[src/rtl/sram_ctl_pkg.sv]
package sram_ctl_pkg;

    // ceiling of ns / period, never below one cycle
    function automatic int cycles_for(input int ns, input int period);
        int c;
        c = (ns + period - 1) / period;
        return (c < 1) ? 1 : c;
    endfunction

    function automatic int max_of(input int a, input int b);
        return (a > b) ? a : b;
    endfunction

    typedef enum logic [2:0] {
        PH_IDLE,
        PH_W_TURN,
        PH_W_PULSE,
        PH_W_HOLD,
        PH_R_ACCESS
    } phase_e;

    // active-high strobe set, inverted at the pins where needed
    typedef struct packed {
        logic sel;
        logic wr;
        logic rd;
        logic drv;
    } strobe_t;

    function automatic strobe_t strobes_for(input phase_e p);
        strobe_t s;
        s = '0;
        case (p)
            PH_W_TURN:   s.sel = 1'b1;
            PH_W_PULSE:  begin s.sel = 1'b1; s.wr = 1'b1; s.drv = 1'b1; end
            PH_W_HOLD:   begin s.sel = 1'b1; s.drv = 1'b1; end
            PH_R_ACCESS: begin s.sel = 1'b1; s.rd = 1'b1; end
            default:     s = '0;
        endcase
        return s;
    endfunction

endpackage

[src/rtl/sram_cycle_timer.sv]
module sram_cycle_timer #(
    parameter int CNT_W = 3
) (
    input  logic             clk,
    input  logic             rst,
    input  logic             load,
    input  logic [CNT_W-1:0] load_val,
    output logic             done
);
    logic [CNT_W-1:0] cnt_q;

    always_ff @(posedge clk) begin
        if (rst)
            cnt_q <= '0;
        else if (load)
            cnt_q <= load_val;
        else if (cnt_q != '0)
            cnt_q <= cnt_q - 1'b1;
    end

    assign done = (cnt_q == '0);
endmodule

[src/rtl/sram_read_capture.sv]
module sram_read_capture #(
    parameter int DATA_W = 8
) (
    input  logic              clk,
    input  logic              rst,
    input  logic              capture,
    input  logic [DATA_W-1:0] din,
    output logic              valid,
    output logic [DATA_W-1:0] data
);
    always_ff @(posedge clk) begin
        if (rst) begin
            valid <= 1'b0;
            data  <= '0;
        end else begin
            valid <= capture;
            if (capture)
                data <= din;
        end
    end
endmodule

[src/rtl/sram_async_ctl.sv]
module sram_async_ctl
    import sram_ctl_pkg::*;
#(
    parameter int ADDR_W        = 18,
    parameter int DATA_W        = 8,
    parameter int CLK_PERIOD_NS = 20,
    parameter int T_WP_NS       = 35,
    parameter int T_DW_NS       = 30,
    parameter int T_AW_NS       = 70,
    parameter int T_WC_NS       = 70,
    parameter int T_AA_NS       = 70,
    parameter int T_OE_NS       = 35,
    parameter int T_REL_NS      = 30
) (
    input  logic              clk,
    input  logic              rst,
    input  logic              req_valid,
    output logic              req_ready,
    input  logic              req_write,
    input  logic [ADDR_W-1:0] req_addr,
    input  logic [DATA_W-1:0] req_wdata,
    output logic              rd_valid,
    output logic [DATA_W-1:0] rd_data,
    output logic [ADDR_W-1:0] mem_addr,
    output logic              mem_ce1_n,
    output logic              mem_ce2,
    output logic              mem_we_n,
    output logic              mem_oe_n,
    output logic [DATA_W-1:0] mem_dout,
    output logic              mem_dout_en,
    input  logic [DATA_W-1:0] mem_din
);
    localparam int N_REL    = cycles_for(T_REL_NS, CLK_PERIOD_NS);
    localparam int N_WP_MIN = max_of(cycles_for(T_WP_NS, CLK_PERIOD_NS),
                                     cycles_for(T_DW_NS, CLK_PERIOD_NS));
    localparam int N_AW_REM = cycles_for(T_AW_NS, CLK_PERIOD_NS) - N_REL;
    localparam int N_WC_REM = cycles_for(T_WC_NS, CLK_PERIOD_NS) - N_REL - 1;
    localparam int N_PULSE  = max_of(N_WP_MIN, max_of(N_AW_REM, N_WC_REM));
    localparam int N_RD     = max_of(cycles_for(T_AA_NS, CLK_PERIOD_NS),
                                     cycles_for(T_OE_NS, CLK_PERIOD_NS));
    localparam int N_MAX    = max_of(N_REL, max_of(N_PULSE, N_RD));
    localparam int CNT_W    = (N_MAX < 2) ? 1 : $clog2(N_MAX);

    phase_e            state_q, state_d;
    strobe_t           strobe_q;
    logic [ADDR_W-1:0] addr_q;
    logic [DATA_W-1:0] wdata_q;
    logic              tmr_load, tmr_done, capture, accept;
    logic [CNT_W-1:0]  tmr_val;

    assign req_ready = (state_q == PH_IDLE);
    assign accept    = req_ready && req_valid;

    always_comb begin
        state_d  = state_q;
        tmr_load = 1'b0;
        tmr_val  = '0;
        capture  = 1'b0;
        case (state_q)
            PH_IDLE: begin
                if (req_valid) begin
                    tmr_load = 1'b1;
                    if (req_write) begin
                        state_d = PH_W_TURN;
                        tmr_val = CNT_W'(N_REL - 1);
                    end else begin
                        state_d = PH_R_ACCESS;
                        tmr_val = CNT_W'(N_RD - 1);
                    end
                end
            end
            PH_W_TURN: begin
                if (tmr_done) begin
                    state_d  = PH_W_PULSE;
                    tmr_load = 1'b1;
                    tmr_val  = CNT_W'(N_PULSE - 1);
                end
            end
            PH_W_PULSE: if (tmr_done) state_d = PH_W_HOLD;
            PH_W_HOLD:  state_d = PH_IDLE;
            PH_R_ACCESS: begin
                if (tmr_done) begin
                    capture = 1'b1;
                    state_d = PH_IDLE;
                end
            end
            default: state_d = PH_IDLE;
        endcase
    end

    always_ff @(posedge clk) begin
        if (rst) begin
            state_q  <= PH_IDLE;
            strobe_q <= '0;
            addr_q   <= '0;
            wdata_q  <= '0;
        end else begin
            state_q  <= state_d;
            strobe_q <= strobes_for(state_d);
            if (accept) begin
                addr_q  <= req_addr;
                wdata_q <= req_wdata;
            end
        end
    end

    sram_cycle_timer #(.CNT_W(CNT_W)) timer_i (
        .clk      (clk),
        .rst      (rst),
        .load     (tmr_load),
        .load_val (tmr_val),
        .done     (tmr_done)
    );

    sram_read_capture #(.DATA_W(DATA_W)) capture_i (
        .clk     (clk),
        .rst     (rst),
        .capture (capture),
        .din     (mem_din),
        .valid   (rd_valid),
        .data    (rd_data)
    );

    assign mem_addr    = addr_q;
    assign mem_dout    = wdata_q;
    assign mem_ce1_n   = ~strobe_q.sel;
    assign mem_ce2     = strobe_q.sel;
    assign mem_we_n    = ~strobe_q.wr;
    assign mem_oe_n    = ~strobe_q.rd;
    assign mem_dout_en = strobe_q.drv;
endmodule

[config.mk]
export PLATFORM = sky130hd
export DESIGN_NAME = sram_async_ctl
export DESIGN_NICKNAME = d
export VERILOG_FILES = /design/src/rtl/sram_ctl_pkg.sv /design/src/rtl/sram_cycle_timer.sv /design/src/rtl/sram_read_capture.sv /design/src/rtl/sram_async_ctl.sv
export SDC_FILE = /design/constraint.sdc
export NUM_CORES = 1
export LEC_CHECK = 0
export ABC_AREA = 1
export CAP_MARGIN = 0
export CELL_PAD_IN_SITES_DETAIL_PLACEMENT = 1
export CELL_PAD_IN_SITES_GLOBAL_PLACEMENT = 1
export CORE_MARGIN = 1.5
export CORE_UTILIZATION = 30
export DETAILED_ROUTE_END_ITERATION = 16
export GPL_TIMING_DRIVEN = 0
export PLACE_DENSITY_LB_ADDON = 0.1
export SYNTH_ARGS = -nofsm -noshare
export SYNTH_HDL_FRONTEND = slang
export SYNTH_SLANG_ARGS = --single-unit
[constraint.sdc]
create_clock -name clk -period 3.75 [get_ports clk]
set_input_delay 0.5625 -clock clk [delete_from_list [all_inputs] [get_ports clk]]
set_output_delay 0.5625 -clock clk [all_outputs]
set_load 0.05 [all_outputs]
==> metrics.csv <==
metric,value,unit
Post-DRT Antenna Nets,0,
"Max FO, Critical Path",10,
register area share after synthesis,52.4,%
YS warnings,0,
most frequent cell after synthesis,dfxtp_1,
Yosys top cell by area,dfxtp_1,
first-pass GRT wire length,7.60,mm
Worst Max-Slew Pin Slew,0.526,ns
HP Start,capture_i.data[6]$_SDFFE_PP0P_,
crit start category,register,
Starting Density,30.7,%
Post-synth top cells,"dfxtp_1 (44), nand2_1 (43), a21oi_1 (34)",
Max-Cap Viols,0,
Post-synth EDFFs,0,
Critical Path Start,state_q[2]$_SDFF_PP0_,
initial antenna violation count,0,
Netlist cell types,18,
Skew-Pair Late Insertion Delay,0.30,ns
largest net degree at the start of global routing,14,
Pleak,0.00105,uW
Slew HR,64.9,%
Fin. Hold Viols,0,
Port Buffers,78,
area of the core,5470,um^2
HP Class,register to register,
Critical R2R Launch,timer_i.cnt_q[0]$_SDFFE_PP0P_,
TritonCTS clock tree,built,
combinational share of power,50.1,%
Util after Layout,48.3,%
Post-synth ARST share,0,%
detailed-placement wirelength estimate,3.36,mm
total track usage,15.9,%
synthesized area,1680,um^2
io pins,79,
Psw,826,uW
diode count,0,
fill count,671,
clk root buf,clkbuf_8,
Final setup violation count,0,
peak supply drop,310,uV
Synth top area share,52.4,%
Initial DRC Count,59,
CTS Hold Bufs,0,
Critical Path RT,3.19,ns
sw frac,44.2,%
via count,1671,
GR Overflow Total,0,
Fin Setup TNS,0,ns
Setup crit end kind,primary output,
syn nets,251,
H-tree Lvls,2,
final cycle utilization of the critical path,71.3,%
Yosys reg bits,44,
pwr dens,707,nW/um^2
WHS Path Cells,2,
Num CTS Buffers,5,
Post-CTS Setup Inserts,0,
CP Data Arrival Time,2.11,ns
drt pass-1 iters,4,
total die area,6060,um^2
Synth area leaders,"dfxtp_1 (52%), a21oi_1 (10%), nand2_1 (9.6%)",
number of global-route vias before repair,1585,
sequential group share of total power,33.2,%
worst setup path class,register to primary output,
PostCTS Resize Cnt,0,
die width,77.9,um
RSZ-0062 raised after global routing,no,
Main synth FF type,dfxtp_1,
wire length per cell,12.6,um
vias per std cell,4.52,
clock skew,0.00806,ns
cells on worst reg2reg path,6,
fmax,374,MHz
cell count after synthesis,212,
layout net count,336,
Clk pwr share,16.7,%
Syn-to-layout area delta,57.3,%
fin crit period,2.67,ns
# DRC,0,
Syn Area/Cell,7.93,um^2
Max Slew Vio Count,0,
Placer Congestion,0.762,
CTS max path bufs,2,
Die Y,77.9,um
cell internal pwr,1040,uW
share of layout cells above drive strength 1,6.04,%
Cell Rows,27,
"CTS clk-pin slew, worst paths",0.08,ns
Post-Route WL,4.66,mm
status,"complete, no violations",
Sink Count,44,
power by group through the flow:
stage               clock [uW]  combinational [uW]  sequential (uW)
floorplan                    0                 400              872
global placement             0                 937              629
detailed placement           0                 942              633
CTS                        324                 947              623
global route               340                1010              633
finish                     312                 936              621
registers in the layout (all words and copies together), names as in the netlist:
| signal | flops |
|---|---|
| capture_i.data | 8 |
| mem_addr | 18 |
| mem_dout_en | 1 |
| timer_i.cnt_q | 2 |
| mem_ce2 | 1 |
| state_q | 3 |
| capture_i.valid | 1 |
| mem_dout | 8 |
| strobe_q | 2 |
worst max-delay path, stage by stage (launching register included):
cell and delay (ns):
dfxtp_1 0.39, nor3_4 0.42, buf_6 0.20, clkdlybuf4s50_1 0.80
final timing paths:
kind	to	slack (ns)
min reg2reg	capture_i.data[6]$_SDFFE_PP0P_	0.45
max reg2reg	capture_i.data[7]$_SDFFE_PP0P_	2.28
max	req_ready	1.08
min	capture_i.data[6]$_SDFFE_PP0P_	0.45
cell families after synthesis:
logic type | Yosys count | synth area share [%]
simple gates | 85 | 22.8
fa+ha+maj | 1 | 0.744
xor+xnor | 1 | 0.521
flops | 44 | 52.4
compound gates | 44 | 13.1
buf+inv | 37 | 10.4
placed cells by master (no fill, tap or decap), types with 2 or more instances in the layout:
cell type	synthesis	final
clkdlybuf4s50_1	0	78
dfxtp_1	44	44
nand2_1	43	43
a21oi_1	34	34
nand3_1	31	31
inv_1	25	25
o21ai_0	10	10
nor2_1	6	6
clkbuf_8	0	6
clkbuf_1	5	5
buf_6	4	4
nand4_1	2	2
clkinv_2	0	2
metal layers:
layer | routed length (um) | track usage [%] | up-vias
li1 | - | - | 853
met1 | 2120 | 19.7 | 763
met2 | 2230 | 26.4 | 49
met3 | 247 | 4.24 | 6
met4 | 57 | 5.64 | 0
met5 | 0 | 0 | -
per-stage QoR:
step / hold WS [ns] / worst slack, ns / area (um^2) / std cells / power (uW)
floorplan: 0.551 / 2.23 / 1680 / 212 / 1270
global placement: 0.430 / 1.37 / 2550 / 362 / 1570
detailed placement: 0.438 / 1.39 / 2550 / 362 / 1580
CTS: 0.451 / 1.05 / 2650 / 370 / 1890
global route: 0.464 / 0.986 / 2650 / 370 / 1980
finish: 0.446 / 1.08 / 2650 / 370 / 1870
area by class of cell:
| type | instances | area [um^2] | area share (%) |
|---|---|---|---|
| Buffer | 12 | 81.3 | 3.07 |
| Tap cell | 72 | 90.1 | 3.41 |
| Timing Repair Buffer | 78 | 781 | 29.5 |
| Multi-Input combinational cell | 131 | 626 | 23.7 |
| Clock inverter | 2 | 10.0 | 0.378 |
| Clock buffer | 6 | 82.6 | 3.12 |
| Inverter | 25 | 93.8 | 3.55 |
| Sequential cell | 44 | 881 | 33.3 |
Power figures use the tool's default switching activity.
